**src/rtl/keywdt_pkg.sv**
```systemverilog
// Shared constants and types for the key-protected watchdog.
// Assumes byte offsets on a 4-bit address and 32-bit data.
package keywdt_pkg;
    localparam logic [3:0] OFS_CTRL  = 4'h0;
    localparam logic [3:0] OFS_CMD   = 4'h4;
    localparam logic [3:0] OFS_LIMIT = 4'h8;

    localparam int BIT_CMD32  = 13;
    localparam int BIT_OPEN   = 11;
    localparam int BIT_APPLY  = 10;
    localparam int BIT_CSEL_H = 9;
    localparam int BIT_CSEL_L = 8;
    localparam int BIT_RUN    = 7;
    localparam int BIT_ALLOW  = 5;

    localparam logic [1:0] CSEL_TICK = 2'b01;

    localparam int NKEYS   = 2;
    localparam int KEY_REF = 0;
    localparam int KEY_UNL = 1;
    localparam logic [NKEYS-1:0][31:0] KEY_WORDS = {32'hD928C520, 32'hB480A602};

    typedef struct packed {
        logic       cmd32;
        logic [1:0] csel;
        logic       run;
        logic       allow;
    } ctrl_t;
endpackage

```
**src/rtl/keywdt_keydec.sv**
```systemverilog
// Key sequence decoder: one detector per key word.
// In 32-bit mode a key must arrive as a single whole word.
// In 16-bit mode it must arrive as its low half, then its high half, on consecutive command writes.
// Assumes wr_cmd is a single-cycle write strobe; hits are combinational with the write.
module keywdt_keydec
    import keywdt_pkg::*;
(
    input  logic             clk,
    input  logic             rst_n,
    input  logic             wr_cmd,
    input  logic [31:0]      wdata,
    input  logic             mode32,
    output logic [NKEYS-1:0] hit
);
    for (genvar k = 0; k < NKEYS; k++) begin : g_key
        logic half_seen;

        // Remember whether the last command write was this key's first half.
        always_ff @(posedge clk) begin
            if (!rst_n)
                half_seen <= 1'b0;
            else if (wr_cmd)
                half_seen <= !mode32 && (wdata[15:0] == KEY_WORDS[k][15:0]);
        end

        // Recognise the whole key, or the second half after a pending first half.
        always_comb begin
            if (!wr_cmd)
                hit[k] = 1'b0;
            else if (mode32)
                hit[k] = (wdata == KEY_WORDS[k]);
            else
                hit[k] = half_seen && (wdata[15:0] == KEY_WORDS[k][31:16]);
        end
    end
endmodule

```
**src/rtl/keywdt_cfg.sv**
```systemverilog
// Configuration registers with the unlock window and permanent lockout.
// One configuration write is accepted per unlock, and the window lapses after WIN_CYC clocks.
// Assumes at most one of unlock_hit, wr_ctrl and wr_limit is active per cycle.
module keywdt_cfg
    import keywdt_pkg::*;
#(
    parameter int TO_W    = 17,
    parameter int WIN_CYC = 128
) (
    input  logic            clk,
    input  logic            rst_n,
    input  logic            unlock_hit,
    input  logic            wr_ctrl,
    input  logic            wr_limit,
    input  ctrl_t           ctrl_wdata,
    input  logic [TO_W-1:0] limit_wdata,
    output ctrl_t           ctrl,
    output logic [TO_W-1:0] limit,
    output logic            unlocked,
    output logic            applied,
    output logic            lockout
);
    localparam int WIN_W = (WIN_CYC > 1) ? $clog2(WIN_CYC) : 1;

    logic [WIN_W-1:0] win_left;
    logic             accept;
    logic             allow_after;

    assign accept      = unlocked && (wr_ctrl || wr_limit);
    assign allow_after = wr_ctrl ? ctrl_wdata.allow : ctrl.allow;

    // Window state: open on a key, close on the first accepted write or on timeout.
    always_ff @(posedge clk) begin
        if (!rst_n) begin
            unlocked <= 1'b0;
            win_left <= '0;
            applied  <= 1'b0;
            lockout  <= 1'b0;
        end else if (unlock_hit && !lockout) begin
            unlocked <= 1'b1;
            win_left <= WIN_W'(WIN_CYC - 1);
            applied  <= 1'b0;
        end else if (accept) begin
            unlocked <= 1'b0;
            applied  <= 1'b1;
            lockout  <= lockout || !allow_after;
        end else if (unlocked) begin
            if (win_left == '0)
                unlocked <= 1'b0;
            else
                win_left <= win_left - 1'b1;
        end
    end

    // Register contents, updated only by an accepted write.
    always_ff @(posedge clk) begin
        if (!rst_n) begin
            ctrl  <= '{cmd32: 1'b0, csel: CSEL_TICK, run: 1'b0, allow: 1'b1};
            limit <= '1;
        end else if (accept) begin
            if (wr_ctrl)
                ctrl <= ctrl_wdata;
            if (wr_limit)
                limit <= limit_wdata;
        end
    end
endmodule

```
**src/rtl/keywdt_core.sv**
```systemverilog
// Watchdog counter and reset request.
// Counts tick pulses while enabled and raises a registered request when the limit is reached.
// The request is held for RST_HOLD ticks, then the counter restarts from zero.
// Assumes tick is a single-cycle pulse.
module keywdt_core #(
    parameter int TO_W     = 17,
    parameter int RST_HOLD = 4
) (
    input  logic            clk,
    input  logic            rst_n,
    input  logic            tick,
    input  logic            count_en,
    input  logic            refresh,
    input  logic [TO_W-1:0] limit,
    output logic [TO_W-1:0] cnt,
    output logic            rst_req
);
    localparam int HOLD_W = (RST_HOLD > 1) ? $clog2(RST_HOLD) : 1;

    logic [HOLD_W-1:0] hold;
    logic [TO_W-1:0]   cnt_next;

    assign cnt_next = cnt + 1'b1;

    // Counter, hold timer and request flag.
    always_ff @(posedge clk) begin
        if (!rst_n) begin
            cnt     <= '0;
            hold    <= '0;
            rst_req <= 1'b0;
        end else if (rst_req) begin
            if (tick) begin
                if (hold == HOLD_W'(RST_HOLD - 1)) begin
                    rst_req <= 1'b0;
                    hold    <= '0;
                    cnt     <= '0;
                end else begin
                    hold <= hold + 1'b1;
                end
            end
        end else if (refresh) begin
            cnt <= '0;
        end else if (count_en && tick) begin
            cnt <= cnt_next;
            if (cnt_next >= limit)
                rst_req <= 1'b1;
        end
    end
endmodule

```
**src/rtl/keywdt_top.sv**
```systemverilog
// Key-protected watchdog top: register decode, read mux, and the three sub-blocks.
// Assumes single-cycle bus writes and a combinational read on bus_addr; TO_W is at most 32.
module keywdt_top
    import keywdt_pkg::*;
#(
    parameter int TO_W     = 17,
    parameter int WIN_CYC  = 128,
    parameter int RST_HOLD = 4
) (
    input  logic        clk,
    input  logic        rst_n,
    input  logic        tick,
    input  logic        bus_sel,
    input  logic        bus_wr,
    input  logic [3:0]  bus_addr,
    input  logic [31:0] bus_wdata,
    output logic [31:0] bus_rdata,
    output logic        rst_req
);
    logic             wr_any, wr_cmd, wr_ctrl, wr_limit, cfg_wr_any;
    logic [NKEYS-1:0] key_hit;
    logic             refresh_hit, unlock_hit;
    ctrl_t            ctrl, ctrl_wdata;
    logic [TO_W-1:0]  limit, cnt;
    logic             unlocked, applied, lockout, en, count_en;

    assign wr_any     = bus_sel && bus_wr;
    assign wr_cmd     = wr_any && (bus_addr == OFS_CMD);
    assign wr_ctrl    = wr_any && (bus_addr == OFS_CTRL);
    assign wr_limit   = wr_any && (bus_addr == OFS_LIMIT);
    assign cfg_wr_any = wr_ctrl || wr_limit;

    assign ctrl_wdata = '{cmd32: bus_wdata[BIT_CMD32],
                          csel:  bus_wdata[BIT_CSEL_H:BIT_CSEL_L],
                          run:   bus_wdata[BIT_RUN],
                          allow: bus_wdata[BIT_ALLOW]};

    assign refresh_hit = key_hit[KEY_REF];
    assign unlock_hit  = key_hit[KEY_UNL];
    assign en          = ctrl.run;
    assign count_en    = en && (ctrl.csel == CSEL_TICK);

    keywdt_keydec u_keydec (
        .clk    (clk),
        .rst_n  (rst_n),
        .wr_cmd (wr_cmd),
        .wdata  (bus_wdata),
        .mode32 (ctrl.cmd32),
        .hit    (key_hit)
    );

    keywdt_cfg #(.TO_W(TO_W), .WIN_CYC(WIN_CYC)) u_cfg (
        .clk         (clk),
        .rst_n       (rst_n),
        .unlock_hit  (unlock_hit),
        .wr_ctrl     (wr_ctrl),
        .wr_limit    (wr_limit),
        .ctrl_wdata  (ctrl_wdata),
        .limit_wdata (bus_wdata[TO_W-1:0]),
        .ctrl        (ctrl),
        .limit       (limit),
        .unlocked    (unlocked),
        .applied     (applied),
        .lockout     (lockout)
    );

    keywdt_core #(.TO_W(TO_W), .RST_HOLD(RST_HOLD)) u_core (
        .clk      (clk),
        .rst_n    (rst_n),
        .tick     (tick),
        .count_en (count_en),
        .refresh  (refresh_hit),
        .limit    (limit),
        .cnt      (cnt),
        .rst_req  (rst_req)
    );

    // Read mux: status flags merged into the control word.
    always_comb begin
        bus_rdata = '0;
        case (bus_addr)
            OFS_CTRL: begin
                bus_rdata[BIT_CMD32]             = ctrl.cmd32;
                bus_rdata[BIT_OPEN]              = unlocked;
                bus_rdata[BIT_APPLY]             = applied;
                bus_rdata[BIT_CSEL_H:BIT_CSEL_L] = ctrl.csel;
                bus_rdata[BIT_RUN]               = ctrl.run;
                bus_rdata[BIT_ALLOW]             = ctrl.allow;
            end
            OFS_CMD:   bus_rdata = 32'(cnt);
            OFS_LIMIT: bus_rdata = 32'(limit);
            default:   bus_rdata = '0;
        endcase
    end
endmodule

```
**config.mk**
```make
export PLATFORM = sky130hd
export DESIGN_NAME = keywdt_top
export DESIGN_NICKNAME = d
export VERILOG_FILES = /design/src/rtl/keywdt_pkg.sv /design/src/rtl/keywdt_keydec.sv /design/src/rtl/keywdt_cfg.sv /design/src/rtl/keywdt_core.sv /design/src/rtl/keywdt_top.sv
export SDC_FILE = /design/constraint.sdc
export NUM_CORES = 1
export LEC_CHECK = 0
export ABC_AREA = 1
export ABC_CLOCK_PERIOD_IN_PS = 3120
export BUFFER_PORTS_ARGS = -buffer_cell sky130_fd_sc_hd__buf_2
export CAP_MARGIN = 5
export CORE_ASPECT_RATIO = 1.2
export CORE_UTILIZATION = 57
export DETAILED_ROUTE_END_ITERATION = 12
export GPL_TIMING_DRIVEN = 0
export PLACE_DENSITY = 0.81
export SYNTH_ARGS = -nofsm -noshare
export SYNTH_HDL_FRONTEND = slang
export SYNTH_HIERARCHICAL = 1
export SYNTH_SLANG_ARGS = --single-unit
```
**constraint.sdc**
```tcl
create_clock -name clk -period 3.12 [get_ports clk]
set_input_delay 0.78 -clock clk [delete_from_list [all_inputs] [get_ports clk]]
set_output_delay 0.78 -clock clk [all_outputs]
set_load 0.05 [all_outputs]
```
==> impl_metrics.json, run 1 <==
{
  "finalMaxSlewViolations": 0,
  "status": "finished, final reports clean",
  "powerDensity_mw_per_mm2": 300.4,
  "fin_crit_sh_pct": 89.92,
  "synth_edf_count": 0,
  "grt_pass1_wl_microns": 16720,
  "place_ws_ns": 0.03110,
  "crit_path_max_incr_delay_ns": 0.56,
  "gr-total-overflow": 0,
  "wl_per_cell_microns": 13.09,
  "dieArea_sq_mm": 0.007423,
  "postRouteAntennaNets": 0,
  "die_w_microns": 78.82,
  "grt_use_total_pct": 28.77,
  "finalSetupTns_ns": 0,
  "insertion_delay_ns": 0.32,
  "gp_congestion": 0.9148,
  "cp_max_fo": 6,
  "rsz0062_at_grt": "false",
  "maxSlewHeadroom_pct": 59.78,
  "drive_gt1_share_pct": 21.93,
  "nFillCells": 631,
  "yosysWarnings": 6,
  "maxCapViolCount": 0,
  "total_power_mw": 1.384,
  "synth_seq_area_share_pct": 26.78,
  "antenna_found_initial": 0,
  "htreeDepth": 2,
  "cp_data_arrival_time_ns": 3.05,
  "drc": 0,
  "cts_hold_buf": 0,
  "slowest_stage": "dfxtp_1",
  "tightest_slew_ns": 0.6033,
  "ctsLongestPathBuffers": 2,
  "timing.final.hold_violations": 0,
  "dp_hpwl_microns": 8279,
  "die_h_microns": 94.18,
  "hold_path.class": "reg -> reg",
  "clock-sinks": 54,
  "grt_pass1_vias": 3722,
  "syn_area_per_cell_sq_um": 6.585,
  "cts_root_buf": "clkbuf_8",
  "start_util_pct": 58.89,
  "numCtsBuffers": 5,
  "final_nets": 754,
  "via_per_inst": 5.227,
  "cts_tree": "done",
  "synthFlopType": "dfxtp_1",
  "syn_inst": 613,
  "pin_count": 74,
  "num_vias": 4077,
  "end_kind": "flop",
  "core_sq_mm": 0.006854,
  "syn_area_sq_mm": 0.004036,
  "path_clk_slew_ns": 0.10,
  "post_cts_resize_count": 0,
  "io_buffer_count": 58,
  "crit_top_cell": "nand2_1",
  "rows": 33,
  "holdWs_ns": 0.4680,
  "async_reset_ff_share_pct": 0,
  "drt-initial-drc-count": 215,
  "cts_setup_buffers": 0,
  "crit_chain": "ha_1, nand3_2, nor2_4, nand3_2, xor2_1, ha_1, nand2_1, nor2_1, nand3_1, o21ai_0, nor2_1, nand2_1, nand2_1, a21oi_1",
  "utilization_pct": 67.20,
  "fin_crit_ns": 2.805,
  "critical_path_class": "reg -> reg",
  "path_delay_family": "simple AND/OR/NAND/NOR gates",
  "ys_ff_latch": 54,
  "path_buf_inv": 0,
  "drt-pass1-iter-count": 7,
  "area_growth_pct": 14.10,
  "setup_violations": 0,
  "crit_required_ns": 3.37,
  "grt_max_degree": 19,
  "yosysUniqueCellTypes": 35,
  "max_clock_freq_ghz": 0.3564,
  "power.leakage_nw": 2.458,
  "diodes": 0,
  "finClkSkew_ns": 0.009826,
  "setup_ws_ns": 0.3145,
  "irDropWorstVdd_mv": 0.1812,
  "routed_wl_microns": 10210,
  "critPathLaunchType": "flop"
}
## flip-flops by register name, summed over array words and instances (netlist names)
| register | count |
|---|---|
| u_core/cnt | 17 |
| u_cfg/win_left | 7 |
| u_cfg/unlocked | 1 |
| u_cfg/ctrl | 5 |
| u_keydec/g_key.half_seen | 2 |
| u_cfg/limit | 17 |
| u_cfg/applied | 1 |
| u_core/rst_req | 1 |
| u_core/hold | 2 |
| u_cfg/lockout | 1 |
## cells in the mapped netlist (4+ instances only)
cell,number,area share [%]
nand3_2,7,1.7
buf_4,20,3.7
nor3_1,7,0.87
o21ai_0,7,0.87
nor2_4,9,2.5
and2_1,5,0.77
nand3_1,85,11
nor2_1,61,5.7
nand2_2,9,1.4
ha_1,21,6.5
nand2_1,160,15
xor2_1,11,2.4
nor2_2,11,1.7
dfxtp_1,54,27
inv_1,63,5.9
a21oi_1,27,3.3
inv_2,9,0.84
nand4_1,10,1.5
buf_2,5,0.62
a21oi_2,4,0.87
## routing by layer
layer	global-route usage (%)	vias up	share of wire, %
met5	0	-	0
met4	11.21	0	3.1
met1	33.69	1855	42
met2	52.68	103	51
li1	-	2092	-
met3	3.592	27	4.5
## placed cells by master (no fill, tap or decap), types with 10 or more instances in the layout
cell / count
nand4_1: 10
nand3_1: 85
nand2_1: 160
conb_1: 15
ha_1: 21
buf_4: 20
inv_1: 63
xor2_1: 11
dfxtp_1: 54
nor2_2: 11
a21oi_1: 27
nor2_1: 61
buf_2: 63
## where the power goes
group,total [mW],switching (mW),leakage (nW),internal (mW)
clock network,0.499,0.254,0.0563,0.245
logic,0.196,0.139,1.97,0.0567
registers,0.689,0.00000000656,0.436,0.689
## area by class of cell
class                   count  area, sq um  share of cell area (%)
multi-input cells         470         2525                   54.82
flip-flops and latches     54         1081                   23.47
repair buffers             58        290.3                   6.303
inverters                  74        277.8                   6.031
plain buffers              29        205.2                   4.455
well taps                  87        108.9                   2.363
clock buffers               5        68.82                   1.494
clock inverters             3        48.80                   1.059
## tightest hold or removal path, stage by stage, from the launching register on
cell	delay, ns
dfxtp_1	0.32
nand2_1	0.06
a21oi_1	0.05
## worst paths after layout
check,from,to,slack [ns],cells past startpoint
worst max-delay path,u_core/cnt[0],u_core/rst_req,0.31,14
worst min-delay path,u_keydec/g_key[0].half_seen,u_keydec/g_key[0].half_seen,0.47,2
worst max register to register,u_core/cnt[0],u_core/rst_req,0.31,14
worst min register to register,u_keydec/g_key[0].half_seen,u_keydec/g_key[0].half_seen,0.47,2
## logic make-up after synthesis
kind of cell | share of synthesized area (%)
other cells | 0.09291
flops | 26.78
simple gates | 45.16
xor+xnor | 3.038
fa+ha+maj | 6.510
compound gates | 6.448
buf+inv | 11.97
## metrics by stage
step | cells | instance area, sq um
6_report | 780 | 4606
5_1_grt | 780 | 4606
4_1_cts | 780 | 4606
3_5_place_dp | 772 | 4488
3_3_place_gp | 772 | 4488
2_1_floorplan | 627 | 4089
No activity file was read; power rests on OpenSTA's default activity.
==> inputs of run 2 (changes only) <==
--- a/config.mk
+++ b/config.mk
@@ -5,12 +5,12 @@
 export SDC_FILE = /design/constraint.sdc
 export NUM_CORES = 1
 export LEC_CHECK = 0
-export ABC_AREA = 1
 export ABC_CLOCK_PERIOD_IN_PS = 3120
 export BUFFER_PORTS_ARGS = -buffer_cell sky130_fd_sc_hd__buf_2
 export CAP_MARGIN = 5
 export CORE_ASPECT_RATIO = 1.2
-export CORE_UTILIZATION = 57
+export CORE_MARGIN = 3
+export CORE_UTILIZATION = 56
 export DETAILED_ROUTE_END_ITERATION = 12
 export GPL_TIMING_DRIVEN = 0
 export PLACE_DENSITY = 0.81
==> run 2 against run 1 <==
  * Clock power is 2% lower
  * Clock skew is 0.0067 ns lower
  * Worst setup slack worse by 0.29 ns
  * Final area is 3.5% lower
  * Flip-flop and latch count stayed put
  * Maximum frequency is 9.3% lower
  * First-iteration DRC count is 0.47% lower
  * Sequential share of layout area is 0.85 points higher
  * Via count is 6.4% lower
  * Synthesized cell count is 24% lower
  * Worst hold slack better by 0.0010 ns
  * Largest cell class unchanged
  * Largest power group unchanged
  * Highest routed layer unchanged
==> impl_metrics.json, run 2 <==
{
  "status": "finished, final reports clean",
  "setup_violations": 0,
  "syn_area_per_cell_sq_um": 8.069,
  "final_common_cell": "buf_2",
  "holdWs_ns": 0.4690,
  "finalMaxSlewViolations": 0,
  "area_growth_pct": 17.69,
  "postRouteAntennaNets": 0,
  "irDropWorstVdd_mv": 0.1818,
  "core_sq_mm": 0.006486,
  "cts_tree": "done",
  "mostFrequentLayoutCells": "61 x buf_2, 55 x nand2_1, 54 x dfxtp_1",
  "fin_crit_sh_pct": 99.18,
  "synth_area_leaders": "dfxtp_1 29%, ha_1 7.0%, nand2_1 5.5%, nand3_1 4.9%, buf_4 3.6%",
  "rows": 32,
  "clock-sinks": 54,
  "gr-total-overflow": 0,
  "power.leakage_nw": 2.117,
  "finClkSkew_ns": 0.003137,
  "yosysWarnings": 6,
  "synth_area_leader_cell": "dfxtp_1",
  "synth_common_cells": "55 x nand2_1, 54 x dfxtp_1, 37 x nand3_1",
  "critical_path_class": "in -> reg",
  "drive_gt1_share_pct": 21.49,
  "pin_count": 74,
  "powerDensity_mw_per_mm2": 304.3,
  "grt_max_degree": 17,
  "rsz0062_at_grt": "true",
  "crit_path_max_incr_delay_ns": 0.38,
  "start_util_pct": 58.22,
  "critPathLaunchType": "input port",
  "syn_inst": 468,
  "synth_top_area_share_pct": 28.63,
  "insertion_delay_ns": 0.31,
  "synth_seq_area_share_pct": 28.63,
  "dp.cells": 624,
  "grt_use_total_pct": 27.70,
  "antenna_found_initial": 0,
  "drt-initial-drc-count": 214,
  "diodes": 0,
  "end_kind": "flop",
  "synthFlopType": "dfxtp_1",
  "yosysMostFrequentCell": "nand2_1",
  "timing.final.hold_violations": 0,
  "cts_root_buf": "clkbuf_8",
  "nFillCells": 558,
  "maxCapViolCount": 0,
  "cp_max_fo": 5,
  "max_clock_freq_ghz": 0.3232,
  "routed_wl_microns": 10580,
  "cts_hold_buf": 0,
  "ctsLongestPathBuffers": 2,
  "reg_top3": "u_cfg/limit (17), u_core/cnt (17), u_cfg/win_left (7)",
  "num_vias": 3815,
  "ys_ff_latch": 54,
  "cp_data_arrival_time_ns": 3.32,
  "path_clk_slew_ns": 0.10,
  "die_w_microns": 80.96,
  "instances_no_fill": 634,
  "yosysUniqueCellTypes": 71,
  "finalSetupTns_ns": 0,
  "via_per_inst": 6.017,
  "wl_per_cell_microns": 16.69,
  "crit_required_ns": 3.34,
  "fin_crit_ns": 3.094,
  "die_h_microns": 95.96,
  "gp_congestion": 0.9411,
  "synth_edf_count": 0,
  "dp_hpwl_microns": 8168,
  "drc": 0,
  "htreeDepth": 2,
  "dr_wl_met2_microns": 5449,
  "drt-pass1-iter-count": 4,
  "seqCellArea_sq_mm": 0.001081,
  "io_buffer_count": 57,
  "tightest_slew_ns": 0.6459,
  "dieArea_sq_mm": 0.007769,
  "wl_met1_microns": 4320,
  "maxSlewHeadroom_pct": 55.82,
  "detailed_place.area_sq_mm": 0.004262,
  "multi_input_area_sq_mm": 0.002461,
  "async_reset_ff_share_pct": 0,
  "crit_chain": "buf_2, nor4b_4, buf_6, and3_4, and4bb_1, nand4_1, or3_4, a21oi_4, a211oi_1, or2_4, a211o_1, and3_1",
  "final_nets": 610,
  "maxUsedRoutingLayer": "met4",
  "grt_pass1_wl_microns": 17010,
  "r2r_slack_ns": 0.17,
  "dr_wl_met3_microns": 584,
  "slowest_stage": "or3_4",
  "numCtsBuffers": 5,
  "syn_area_sq_mm": 0.003776,
  "final_cell_area_sq_mm": 0.004444,
  "grt_pass1_vias": 3655,
  "hold_path.class": "reg -> reg"
}
-- run 2: cell types whose count changed after synthesis, moves of 9 or more --
cell | previous run | this run
nor2_2 | 11 | 0
clkbuf_1 | 2 | 11
and3_1 | 0 | 9
inv_1 | 63 | 25
nand2_1 | 160 | 55
nor2_1 | 61 | 17
nor2_4 | 9 | 0
nand3_1 | 85 | 37
-- run 2: logic make-up (layout without fill, tap and decap cells) --
| logic type | count (synthesis) | after routing | synth area share, % |
|---|---|---|---|
| adders and majority gates | 21 | 21 | 6.958 |
| AOI/OAI and AO/OA | 95 | 95 | 18.03 |
| DFF | 54 | 54 | 28.63 |
| buffers and inverters | 66 | 133 | 9.178 |
| and+or+nand+nor | 210 | 210 | 32.01 |
| other | 1 | 15 | 0.09931 |
| xor gates and xnor gates | 14 | 14 | 3.247 |
| muxes | 7 | 7 | 1.856 |
-- run 2: cell type report --
| class | count | share of cell area, % |
|---|---|---|
| Sequential cell | 54 | 24.32 |
| Timing Repair Buffer | 59 | 6.757 |
| Clock buffer | 6 | 1.633 |
| Tap cell | 85 | 2.393 |
| Clock inverter | 2 | 0.8446 |
| Buffer | 40 | 6.475 |
| Inverter | 26 | 2.196 |
| Multi-Input combinational cell | 362 | 55.38 |
-- run 2: timing repair --
action / CTS / global route
pin swaps: 1 / 4
endpoints found under the setup margin: 15 / 16
setup buffers: 1 / 1
gates resized for setup: 2 / 11
-- run 2: worst paths after layout --
kind / startpoint / end / depth (start not counted)
hold reg to reg: u_cfg/lockout / u_cfg/lockout / 2
setup reg to reg: u_core/cnt[0] / u_core/rst_req / 10
setup / recovery: bus_addr[3] / u_core/cnt[12] / 12
hold / removal: u_cfg/lockout / u_cfg/lockout / 2
-- run 2: critical path, delay by kind of cell --
kind            cells  cell delay [ns]
compound gates      3             0.57
simple gates        7             1.71
buf+inv             2             0.27
-- run 2: stage by stage --
stage	utilization (%)	power [mW]	worst slack [ns]
3_3_place_gp	65.70	0.8756	-0.4438
6_report	68.52	1.353	0.02558
2_1_floorplan	-	0.8208	0.005560
5_1_grt	68.52	1.394	-0.01779
4_1_cts	67.61	1.354	0.01132
3_5_place_dp	65.70	0.8768	-0.4832
-- run 2: per-layer routing --
metal / track usage [%] / vias up
met3: 3.652 / 19
li1: - / 1857
met5: 0 / -
met1: 33.03 / 1789
met4: 10.99 / 0
met2: 49.73 / 150
-- run 2: where the power goes --
part	leakage [nW]	total (mW)	switching (mW)	internal [mW]
Sequential	0.436	0.689	0.00000000712	0.689
Clock	0.0514	0.487	0.247	0.240
Combinational	1.63	0.177	0.119	0.0573
Total	2.12	1.35	0.366	0.986
==> inputs of run 3 (changes only) <==
--- a/config.mk
+++ b/config.mk
@@ -14,6 +14,7 @@
 export DETAILED_ROUTE_END_ITERATION = 12
 export GPL_TIMING_DRIVEN = 0
 export PLACE_DENSITY = 0.81
+export RECOVER_POWER = 25
 export SYNTH_ARGS = -nofsm -noshare
 export SYNTH_HDL_FRONTEND = slang
 export SYNTH_HIERARCHICAL = 1
==> run 3 against run 2 <==
  * Clock power about the same
  * Global-route usage unchanged
  * Final area about the same
  * Critical path type unchanged
==> impl_metrics.json, run 3 (synthesized netlist as in run 2, its figures left out) <==
{
  "status": "finished, final reports clean",
  "rows": 32,
  "cts_root_buf": "clkbuf_8",
  "path_buf_inv": 2,
  "critical_path_class": "in -> reg",
  "gr-total-overflow": 0,
  "maxCapViolCount": 0,
  "final_nets": 610,
  "path_clk_slew_ns": 0.10,
  "irDropWorstVdd_mv": 0.1818,
  "area_growth_pct": 17.66,
  "crit_path_max_incr_delay_ns": 0.38,
  "grt_pass1_vias": 3655,
  "cp_max_fo": 5,
  "drt-initial-drc-count": 219,
  "dp_hpwl_microns": 8168,
  "finalSetupTns_ns": 0,
  "diodes": 0,
  "drt-pass1-iter-count": 5,
  "powerDensity_mw_per_mm2": 304.1,
  "clock-sinks": 54,
  "fin_crit_ns": 3.091,
  "drc": 0,
  "nFillCells": 559,
  "setup_ws_ns": 0.02901,
  "start_util_pct": 58.22,
  "power.leakage_nw": 2.115,
  "dieArea_sq_mm": 0.007769,
  "max_clock_freq_ghz": 0.3235,
  "total_power_mw": 1.351,
  "holdWs_ns": 0.4690,
  "mostFrequentLayoutCells": "60 x buf_2, 55 x nand2_1, 54 x dfxtp_1",
  "wl_per_cell_microns": 16.56,
  "instances_no_fill": 634,
  "final_cell_area_sq_mm": 0.004443,
  "finalMaxSlewViolations": 0,
  "rsz0062_at_grt": "true",
  "numCtsBuffers": 5,
  "die_w_microns": 80.96,
  "grt_use_total_pct": 27.70,
  "grt_pass1_wl_microns": 17010,
  "path_delay_family": "simple AND/OR/NAND/NOR gates",
  "drive_gt1_share_pct": 21.13,
  "crit_required_ns": 3.34,
  "hold_path.class": "reg -> reg",
  "finClkSkew_ns": 0.002680,
  "detailed_place.area_sq_mm": 0.004262,
  "tightest_slew_ns": 0.6459,
  "pin_count": 74,
  "utilization_pct": 68.50,
  "cp_data_arrival_time_ns": 3.31,
  "gp_congestion": 0.9411,
  "end_kind": "flop",
  "core_sq_mm": 0.006486,
  "die_h_microns": 95.96,
  "via_per_inst": 6.068,
  "antenna_found_initial": 0,
  "maxSlewHeadroom_pct": 55.83,
  "dp.cells": 624,
  "ctsLongestPathBuffers": 2,
  "io_buffer_count": 57,
  "crit_chain": "buf_2, nor4b_4, buf_6, and3_4, and4bb_1, nand4_1, or3_4, a21oi_4, a211oi_1, or2_4, a211o_1, and3_1",
  "timing.final.hold_violations": 0,
  "place_ws_ns": -0.4832,
  "slowest_stage": "or3_4",
  "routed_wl_microns": 10500,
  "final_common_cell": "buf_2",
  "num_vias": 3847,
  "reg_top3": "u_cfg/limit (17), u_core/cnt (17), u_cfg/win_left (7)",
  "multi_input_area_sq_mm": 0.002461,
  "grt_max_degree": 17,
  "seqCellArea_sq_mm": 0.001081,
  "insertion_delay_ns": 0.31,
  "postRouteAntennaNets": 0,
  "cts_tree": "done",
  "setup_violations": 0,
  "htreeDepth": 2,
  "fin_crit_sh_pct": 99.07,
  "critPathLaunchType": "input port"
}
==> run 3: cell types whose count changed in the layout (fill, tap and decap cells not counted), sizes merged <==
cell	delta
buf	-1
clkbuf	+1
==> run 3: worst reg2reg max path, cell delays in order (launching register included) <==
cell       delay [ns]
dfxtp_1          0.49
ha_1             0.29
and3_1           0.18
buf_4            0.17
nand3_1          0.12
xnor2_1          0.21
ha_1             0.28
a211oi_1         0.26
nor2_1           0.07
a2111oi_0        0.61
o211ai_2         0.15
==> run 3: final timing paths <==
| path | from | to | slack, ns | cells after the start |
|---|---|---|---|---|
| worst min register to register | u_cfg/lockout | u_cfg/lockout | 0.47 | 2 |
| worst max-delay path | bus_addr[3] | u_core/cnt[12] | 0.03 | 12 |
| worst max register to register | u_core/cnt[0] | u_core/rst_req | 0.16 | 10 |
| worst min-delay path | u_cfg/lockout | u_cfg/lockout | 0.47 | 2 |
==> run 3: what timing repair did <==
action | CTS | global route
resized for setup | 2 | 11
hold buffers | 0 | 0
buffers inserted | 1 | 1
pin swaps | 1 | 4
endpoints found under the setup margin | 15 | 16
==> run 3: power by group <==
group / internal (mW) / switching (mW) / leakage, nW / total (mW)
registers: 0.689 / 0.00000000781 / 0.436 / 0.689
clock network: 0.240 / 0.246 / 0.0514 / 0.486
logic: 0.0571 / 0.119 / 1.63 / 0.176
total: 0.986 / 0.365 / 2.11 / 1.35
==> run 3: routing by layer <==
layer / track usage [%] / share of wire [%]
met5: 0 / 0
met4: 10.99 / 2.4
met3: 3.652 / 6.5
met2: 49.73 / 52
met1: 33.03 / 39
==> run 3: final cells by class <==
class,count,area share [%]
Clock buffer,6,1.633
Sequential cell,54,24.33
Clock inverter,2,0.8448
Multi-Input combinational cell,362,55.39
Buffer,40,6.477
Inverter,26,2.197
Tap cell,85,2.394
Timing Repair Buffer,59,6.731
